==> config.mk <==
export PLATFORM = sky130hd
export DESIGN_NAME = seg_dma_ctrl
export DESIGN_NICKNAME = d
export VERILOG_FILES = /design/src/rtl/seg_dma_pkg.sv /design/src/rtl/sdma_ram.sv /design/src/rtl/sdma_rd_chan.sv /design/src/rtl/sdma_wr_chan.sv /design/src/rtl/seg_dma_ctrl.sv
export SDC_FILE = /design/constraint.sdc
export NUM_CORES = 1
export LEC_CHECK = 0
export ABC_AREA = 0
export BUFFER_PORTS_ARGS = -buffer_cell sky130_fd_sc_hd__buf_2
export CAP_MARGIN = 20
export CORE_AREA = 2 2 235 284
export DETAILED_ROUTE_END_ITERATION = 12
export DIE_AREA = 0 0 237 286
export PLACE_DENSITY = 0.83
export SYNTH_ARGS = -nofsm -noshare
export SYNTH_HDL_FRONTEND = slang
export SYNTH_SLANG_ARGS = --single-unit
==> constraint.sdc <==
create_clock -name clk -period 4.52 [get_ports clk]
set_input_delay 0.678 -clock clk [delete_from_list [all_inputs] [get_ports clk]]
set_output_delay 0.678 -clock clk [all_outputs]
set_load 0.005 [all_outputs]
==> src/rtl/seg_dma_pkg.sv <==
package seg_dma_pkg;
  localparam logic [7:0] CMD_WR_END = 8'h07;
  localparam logic [7:0] CMD_RD_END = 8'h08;
  localparam logic [7:0] FILL_BYTE  = 8'h00;
endpackage

==> src/rtl/sdma_ram.sv <==
module sdma_ram #(
  parameter int DW    = 8,
  parameter int DEPTH = 64,
  localparam int AW   = $clog2(DEPTH)
) (
  input  logic          clk,
  input  logic          we,
  input  logic [AW-1:0] waddr,
  input  logic [DW-1:0] wdata,
  input  logic          re,
  input  logic [AW-1:0] raddr,
  output logic [DW-1:0] rdata
);
  logic [DW-1:0] mem [DEPTH];

  always_ff @(posedge clk) begin
    if (we) mem[waddr] <= wdata;
    if (re) rdata <= mem[raddr];
  end
endmodule

==> src/rtl/sdma_rd_chan.sv <==
module sdma_rd_chan #(
  parameter int DEPTH = 64,
  parameter int LEN_W = 16,
  localparam int AW   = $clog2(DEPTH),
  localparam int CW   = $clog2(DEPTH + 1)
) (
  input  logic             clk,
  input  logic             rst,
  input  logic             ld,
  input  logic [LEN_W-1:0] ld_len,
  input  logic             req,
  input  logic             term,
  output logic             ram_re,
  output logic [AW-1:0]    ram_raddr,
  output logic             active,
  output logic             busy,
  output logic             done,
  output logic [CW-1:0]    count,
  output logic             valid,
  output logic             pad
);
  logic [CW-1:0] off, len, len_in;
  logic          hit;

  assign len_in    = (ld_len > LEN_W'(DEPTH)) ? CW'(DEPTH) : ld_len[CW-1:0];
  assign hit       = req && active && (off < len);
  assign ram_re    = hit;
  assign ram_raddr = off[AW-1:0];

  always_ff @(posedge clk) begin
    if (rst) begin
      active <= 1'b0;
      off    <= '0;
      len    <= '0;
      busy   <= 1'b0;
      done   <= 1'b0;
      count  <= '0;
      valid  <= 1'b0;
      pad    <= 1'b1;
    end else begin
      busy  <= ld && active;
      done  <= 1'b0;
      valid <= req;
      pad   <= !hit;
      if (term && active) begin
        done   <= 1'b1;
        count  <= off + CW'(hit);
        active <= 1'b0;
      end
      if (ld && !active) begin
        active <= 1'b1;
        len    <= len_in;
        off    <= '0;
      end else if (hit) begin
        off <= off + 1'b1;
      end
    end
  end

  AST_RD_OFF_BOUND: assert property (@(posedge clk) disable iff (rst)
    off <= len);
  AST_RD_DONE_PULSE: assert property (@(posedge clk) disable iff (rst)
    done |=> !done);
  AST_RD_BUSY_KEEP: assert property (@(posedge clk) disable iff (rst)
    (ld && active && !term) |=> (busy && active && $stable(len)));
endmodule

==> src/rtl/sdma_wr_chan.sv <==
module sdma_wr_chan #(
  parameter int DEPTH = 64,
  localparam int AW   = $clog2(DEPTH),
  localparam int CW   = $clog2(DEPTH + 1)
) (
  input  logic          clk,
  input  logic          rst,
  input  logic          ld,
  input  logic          wvalid,
  input  logic          term,
  output logic          ram_we,
  output logic [AW-1:0] ram_waddr,
  output logic          armed,
  output logic          busy,
  output logic          done,
  output logic [CW-1:0] count,
  output logic          ovf
);
  logic [CW-1:0] cnt;
  logic          store, drop;

  assign store     = wvalid && armed && (cnt < CW'(DEPTH));
  assign drop      = wvalid && armed && (cnt == CW'(DEPTH));
  assign ram_we    = store;
  assign ram_waddr = cnt[AW-1:0];

  always_ff @(posedge clk) begin
    if (rst) begin
      armed <= 1'b0;
      cnt   <= '0;
      busy  <= 1'b0;
      done  <= 1'b0;
      count <= '0;
      ovf   <= 1'b0;
    end else begin
      busy <= ld && armed;
      done <= 1'b0;
      if (term && armed) begin
        done  <= 1'b1;
        count <= cnt + CW'(store);
        armed <= 1'b0;
      end
      if (ld && !armed) begin
        armed <= 1'b1;
        cnt   <= '0;
        ovf   <= 1'b0;
      end else begin
        if (store) cnt <= cnt + 1'b1;
        if (drop)  ovf <= 1'b1;
      end
    end
  end

  AST_WR_CNT_BOUND: assert property (@(posedge clk) disable iff (rst)
    cnt <= CW'(DEPTH));
  AST_WR_OVF_HOLD: assert property (@(posedge clk) disable iff (rst)
    (ovf && !ld) |=> ovf);
  AST_WR_DONE_PULSE: assert property (@(posedge clk) disable iff (rst)
    done |=> !done);
endmodule

==> src/rtl/seg_dma_ctrl.sv <==
module seg_dma_ctrl
  import seg_dma_pkg::*;
#(
  parameter int DEPTH  = 64,
  parameter int LEN_W  = 16,
  localparam int AW    = $clog2(DEPTH),
  localparam int CNT_W = $clog2(DEPTH + 1)
) (
  input  logic             clk,
  input  logic             rst,
  input  logic             spi_cmd_valid,
  input  logic [7:0]       spi_cmd,
  input  logic             spi_rd_req,
  output logic             spi_rd_valid,
  output logic [7:0]       spi_rd_data,
  input  logic             spi_wr_valid,
  input  logic [7:0]       spi_wr_data,
  input  logic             rd_load,
  input  logic [LEN_W-1:0] rd_load_len,
  output logic             rd_load_busy,
  output logic             rd_done,
  output logic [CNT_W-1:0] rd_done_count,
  output logic             rd_active,
  input  logic             fill_we,
  input  logic [AW-1:0]    fill_addr,
  input  logic [7:0]       fill_data,
  input  logic             wr_arm,
  output logic             wr_arm_busy,
  output logic             wr_done,
  output logic [CNT_W-1:0] wr_done_count,
  output logic             wr_overflow,
  output logic             wr_armed,
  input  logic             drain_re,
  input  logic [AW-1:0]    drain_addr,
  output logic [7:0]       drain_data
);
  logic          term_rd, term_wr;
  logic          rram_re, rd_pad;
  logic [AW-1:0] rram_addr;
  logic [7:0]    rram_q;
  logic          wram_we;
  logic [AW-1:0] wram_addr;

  assign term_rd = spi_cmd_valid && (spi_cmd == CMD_RD_END);
  assign term_wr = spi_cmd_valid && (spi_cmd == CMD_WR_END);

  sdma_rd_chan #(.DEPTH(DEPTH), .LEN_W(LEN_W)) u_rd (
    .clk(clk), .rst(rst), .ld(rd_load), .ld_len(rd_load_len),
    .req(spi_rd_req), .term(term_rd), .ram_re(rram_re), .ram_raddr(rram_addr),
    .active(rd_active), .busy(rd_load_busy), .done(rd_done),
    .count(rd_done_count), .valid(spi_rd_valid), .pad(rd_pad)
  );

  sdma_ram #(.DW(8), .DEPTH(DEPTH)) u_rd_buf (
    .clk(clk), .we(fill_we), .waddr(fill_addr), .wdata(fill_data),
    .re(rram_re), .raddr(rram_addr), .rdata(rram_q)
  );

  assign spi_rd_data = rd_pad ? FILL_BYTE : rram_q;

  sdma_wr_chan #(.DEPTH(DEPTH)) u_wr (
    .clk(clk), .rst(rst), .ld(wr_arm), .wvalid(spi_wr_valid), .term(term_wr),
    .ram_we(wram_we), .ram_waddr(wram_addr), .armed(wr_armed),
    .busy(wr_arm_busy), .done(wr_done), .count(wr_done_count), .ovf(wr_overflow)
  );

  sdma_ram #(.DW(8), .DEPTH(DEPTH)) u_wr_buf (
    .clk(clk), .we(wram_we), .waddr(wram_addr), .wdata(spi_wr_data),
    .re(drain_re), .raddr(drain_addr), .rdata(drain_data)
  );

  AST_RD_IDLE_FILL: assert property (@(posedge clk) disable iff (rst)
    (spi_rd_req && !rd_active) |=> (spi_rd_valid && spi_rd_data == 8'h00));
  AST_CMD_OTHER: assert property (@(posedge clk) disable iff (rst)
    (spi_cmd_valid && spi_cmd != 8'h07 && spi_cmd != 8'h08) |=> (!rd_done && !wr_done));
endmodule

==> Word level (Yosys, flattened, before mapping) <==
Memory sizes are Yosys's and may differ from the RTL's. A register that Yosys moved wholly into a read port is not among the register bits.
Cells that the tools add are included.
{ "classes": {"add_sub_neg": 4, "n_lt_le_gt_ge": 3, "eq_ne": 3, "mux": 12, "n_reduce_logical": 20} }
{ "op_table": {"columns": ["op", "count"], "rows": [
  ["16-bit by 7-bit > comparator with 1-bit output, second input constant", 1],
  ["7-bit by 1-bit adder with 7-bit output", 2],
  ["7-bit by 1-bit adder with 7-bit output, second input constant", 2],
  ["1-bit logical AND", 13],
  ["1-bit two-way mux", 10],
  ["8-bit by 3-bit == test with 1-bit output, second input constant", 1],
  ["8-bit by 4-bit == test with 1-bit output, second input constant", 1],
  ["8-bit two-way mux", 1],
  ["7-bit == test, second input constant", 1],
  ["7-bit < comparator", 1],
  ["7-bit < comparator, second input constant", 1],
  ["7-bit two-way mux", 1],
  ["2-bit nonzero test", 2],
  ["2-bit OR reduction", 2],
  ["1-bit logical NOT", 3]
]} }
{ "word_totals": {"reg_bits": 44, "ramBits": 1024, "inputBits": 61, "out_inout_bits": 38, "n_memories": 2} }
{ "memory_table": {"columns": ["name", "words", "width", "read_ports", "rd_ports_with_merged_regs", "write_ports", "line_no", "text"], "rows": [
  ["u_rd_buf.mem", 64, 8, 1, 1, 1, "sdma_ram.sv:14", "logic [DW-1:0] mem [DEPTH];"],
  ["u_wr_buf.mem", 64, 8, 1, 1, 1, "sdma_ram.sv:14", null]
]} }

==> Logic depth before layout (Yosys ltp) <==
{ "logic_depth": {"word_depth": 5, "ltp_mapped": 14, "depth_no_buf": 13} }

==> By module <==
A second synthesis with hierarchy kept.
{ "hier_totals": {"hier_cells": 2139, "area_unflattened_um2": 42749.8} }
{ "by_module_without_submodules": {"columns": ["module", "n_inst", "cells_each", "area_per_inst_um2"], "rows": [
  ["sdma_ram", 2, 940, 20246.9],
  ["sdma_rd_chan", 1, 149, 1297.5],
  ["sdma_wr_chan", 1, 97, 864.6],
  ["seg_dma_ctrl", 1, 13, 93.8]
]} }

==> Worst setup path after synthesis <==
OpenSTA, ideal clock, no wires.
{ "synth_timing": {"path_kind": "input to register", "from": "input port spi_wr_valid", "to": "memory u_wr_buf.mem[23][0], enable pin", "arrival_time_ns": 2.345, "path_slack_ns": 1.777, "path_stages": 4, "path_cell_list": "nand2_1 -> nor2_4 -> nand4_1 -> nor4b_1"} }
{ "synth_between": {"elab_chain_len": 4} }
{ "synth_lines": {"columns": ["element", "line_no", "text"], "rows": [
  ["start: declaration", "seg_dma_ctrl.sv:16", "input logic spi_wr_valid,"],
  ["1-bit logical AND (2 in series)", "sdma_wr_chan.sv:22", "assign store = wvalid && armed && (cnt < CW'(DEPTH));"],
  ["named net u_wr.ram_we", "sdma_wr_chan.sv:11", "output logic ram_we,"],
  ["1-bit two-way mux", "sdma_ram.sv:17", "if (we) mem[waddr] <= wdata;"],
  ["1-bit two-way mux (implied by the code)", "sdma_ram.sv:17", null],
  ["end: declaration", "sdma_ram.sv:14", null]
]} }
The timed path passes the listed nets, and every way through them passes these cells.

==> Worst setup path after layout <==
{ "layout_timing": {"from": "register u_rd.off[0]", "to": "register u_rd.count[6]"} }
{ "layout_between": {"elab_chain_len": 3} }
{ "layout_lines": {"columns": ["element", "line_no", "text"], "rows": [
  ["start: declaration", "sdma_rd_chan.sv:22", "logic [CW-1:0] off, len, len_in;"],
  ["start signal: assignment", "sdma_rd_chan.sv:55", "off <= off + 1'b1;"],
  ["7-bit < comparator", "sdma_rd_chan.sv:26", "assign hit = req && active && (off < len);"],
  ["1-bit logical AND", "sdma_rd_chan.sv:26", null],
  ["7-bit by 1-bit adder with 7-bit output (*)", "sdma_rd_chan.sv:47", "count <= off + CW'(hit);"],
  ["end signal: assignment", "sdma_rd_chan.sv:47", null],
  ["end: declaration", "sdma_rd_chan.sv:18", "output logic [CW-1:0] count,"]
]} }
Every way passes the cells marked *; elsewhere a longest branch is shown, timed or not.
A chain may end at the register's enable or synchronous reset.

==> qor.yml <==
finish:
  fin_area_sq_um: 47000
  nNetsFinal: 2364
  syn2layout_area_growth_pct: 10.6
  num_antenna_cells: 0
  drive_gt1_share_pct: 22.0
synthesis:
  ys_seq_elements: 1084
  syn-instance-count: 2172
  synthFlopType: "edfxtp_1"
  ys_types: 55
  yosys-top-cells-area: "edfxtp_1, mux4_2, dfxtp_1"
  ys_warn_count: 0
  synth_edf_count: 1040
  async_flop_share_pct: 0
  syn_area_per_cell_sq_um: 19.6
  netlist.top_cell.by_area: "edfxtp_1"
  netlist_area_sq_um: 42500
  seq_area_frac_synth_pct: 75.5
  synth_top_area_share_pct: 73.5
  syn-num-nets: 2246
critical_path:
  crit_path_frequent_cell: "ha_1"
  cp_top_family: "compound AO/OA/AOI/OAI gates"
  crit_required_ns: 5.09
  path_cells: "nand2b_1, a21o_1, a21oi_1, o21ai_1, inv_1, ha_1, ha_1, nand2_1, nor2_1, xnor2_1, a211oi_1"
  cp_slowest_cell: "dfxtp_4"
  crit_path_max_fanout: 37
  start_kind: "register"
  worst-path-buf-inv: 1
  crit_path_end_kind: "register"
  cp.arrival_ns: 4.03
  cpPeakStageDelay_ns: 0.76
  path_class: "reg -> reg"
die:
  die_area_sq_um: 67800
  initial_core_util_pct: 65.3
  ioPinCount: 99
  die_h_um: 286
  rows: 103
  core-area_sq_um: 65100
  fp.dieW_um: 237
outcome:
  outcome: "complete, no violations"
power:
  power_density_nw_per_um2: 423
  swShare_pct: 20.3
  p_leak_nw: 14.5
  power_frac_comb_pct: 3.4
  p_switching_mw: 4.05
  peakVddDrop_v: 0.000449
  seqPwrFrac_pct: 55.5
  p_int_mw: 15.9
  pwr-share-clk_pct: 41.1
  power_mw: 19.9
clock_tree:
  holdBufCountCts: 0
  post_cts_buffers: 0
  cts_tree: "yes"
  post_cts_resized: 0
  cts.sinks: 1084
  clk_pin_slew_worst_paths_ns: 0.06
  cts_htree_levels: 3
  numCtsBuffers: 97
  cts_root_buf: "clkbuf_16"
  clk_latency_ns: 0.67
  clockBufferDepth: 3
global_routing:
  grt_pass1_vias: 22600
  grt_util_met1_pct: 36.5
  track_usage_pct: 29.4
  antenna_found_initial: 1
  gr-max-usage-layer: "met2"
  use_met2_pct: 51.3
  grt-ovfl-total: 0
  grt_pass1_wl_um: 145000
  grt_use_met3_pct: 4.23
  grt_max_degree: 68
timing:
  finClkSkew_ns: 0.0248
  grt_setup_unrepaired: "false"
  holdWs_ns: 0.267
  setup_viol: 0
  finalCritPeriodShare_pct: 76.5
  hold_viol_final: 0
  slew_headroom_pct: 30.6
  fmax_ghz: 0.289
  tightestPinTransition_ns: 1.04
  slew_viol_final: 0
  tns_ns: 0
  period_minus_slack_ns: 3.46
routing:
  dr.pass1.iters: 8
  drtIter0Drc: 2707
  drcViolationCount: 0
  avgViaCountPerCell: 6.88
  drt.antenna.violating_nets: 0
  vias: 22100
  routed_wl_um: 98200
  wl_per_cell_um: 30.6
placement:
  port_buffers: 98
  gp_congestion: 0.856
  dp_hpwl_um: 57100
  dpl-instance-area_sq_um: 43600
flow_run:
  max-cap-violations: 0
worst_hold_path:
  hold_class: "in -> reg"
## cell type report
| type | instances | area, sq um |
|---|---|---|
| Inverter | 11 | 41.3 |
| Sequential cell | 1084 | 32100 |
| Clock inverter | 61 | 614 |
| Fill cell | 3509 | 18000 |
| Timing Repair Buffer | 143 | 1090 |
| Clock buffer | 118 | 2510 |
| Multi-Input combinational cell | 953 | 9610 |
| Tap cell | 840 | 1050 |
## layout by cell type (no fill, tap or decap), types with 6 or more instances in the layout
cell,synthesis,final
mux4_2,229,229
ha_1,13,13
buf_4,26,26
o41ai_1,9,9
xor2_1,8,8
edfxtp_1,1040,1040
o22ai_1,36,36
clkinv_1,0,23
nand4_1,7,7
clkbuf_1,50,21
nor3_1,38,38
buf_2,28,96
a211oi_1,46,46
a2111oi_0,10,10
buf_12,3,20
clkbuf_16,0,97
or2_2,7,7
a22oi_1,7,7
inv_1,11,11
a21oi_1,13,13
o21ai_0,22,22
nand3b_1,8,8
nor2b_1,49,49
nor4_1,17,16
bufinv_16,0,11
nand2_1,59,59
xnor2_1,8,8
nand2b_1,6,6
inv_6,0,6
clkinv_2,0,14
mux2i_1,55,55
or3_1,16,16
dfxtp_1,44,41
nand3_1,28,28
o221ai_1,8,8
nor2_1,199,199
## sequential cells by signal, indices dropped and copies added (netlist names), 7 cells and up
signal,flops
u_wr_buf.mem,512
u_rd_buf.rdata,8
u_rd_buf.mem,512
u_wr.cnt,7
u_wr_buf.rdata,8
u_rd.count,7
u_rd.off,7
u_rd.len,7
u_wr.count,7
## metrics by stage
step           worst slack (ns)  utilization (%)  cells
2_1_floorplan              1.78                -   2172
3_3_place_gp               1.19             67.0   3013
3_5_place_dp              0.996             67.0   3014
4_1_cts                    1.04             71.8   3193
5_1_grt                   0.760             72.3   3210
6_report                   1.06             72.3   3210
## Yosys cell counts (all sizes together), types with 6 or more instances
library cell  instances
edfxtp             1040
mux4                234
nor2                200
buf                  74
nand2                59
mux2i                55
clkbuf               50
nor2b                49
a211oi               46
dfxtp                44
nor3                 38
o22ai                36
nand3                29
o21ai                26
nor4                 17
or3                  16
a21oi                13
ha                   13
inv                  11
a2111oi              10
o41ai                 9
nand3b                8
o221ai                8
xnor2                 8
xor2                  8
a22oi                 7
nand4                 7
or2                   7
nand2b                6
## tightest hold or removal path, cell delays in order
cell	delay (ns)
buf_2	0.11
nand2_1	0.06
nor2_1	0.03
## power by group through the flow
stage	combinational, mW	clock, mW	sequential, mW
2_1_floorplan	0.324	0	11.3
3_3_place_gp	0.596	0	11.3
3_5_place_dp	0.625	0	11.3
4_1_cts	0.633	8.22	11.1
5_1_grt	0.709	8.57	11.1
6_report	0.671	8.19	11.1
## worst paths after layout
check | from | end | slack [ns] | cells after the start
setup / recovery | u_rd.off[0] | u_rd.count[6] | 1.06 | 11
hold / removal | rd_load | u_rd.busy | 0.27 | 3
setup reg to reg | u_rd.off[0] | u_rd.count[6] | 1.06 | 11
hold reg to reg | u_rd.count[0] | u_rd.count[0] | 0.49 | 2
## cell families (layout without fill, tap and decap cells)
kind of cell | count (synthesis) | in the layout | synth area share, %
xor gates and xnor gates | 16 | 16 | 0.330
muxes | 289 | 289 | 13.7
and+or+nand+nor | 447 | 447 | 4.95
adders and majority gates | 13 | 13 | 0.383
AOI/OAI and AO/OA | 188 | 188 | 3.20
buffers and inverters | 135 | 333 | 1.87
DFF | 1084 | 1084 | 75.5
## per-layer routing
| metal | share of wire, % | up-vias |
|---|---|---|
| met5 | 0.014 | - |
| li1 | - | 9121 |
| met4 | 5.4 | 2 |
| met3 | 7.6 | 275 |
| met2 | 53 | 1371 |
| met1 | 34 | 11300 |
Power figures use the tool's default switching activity.
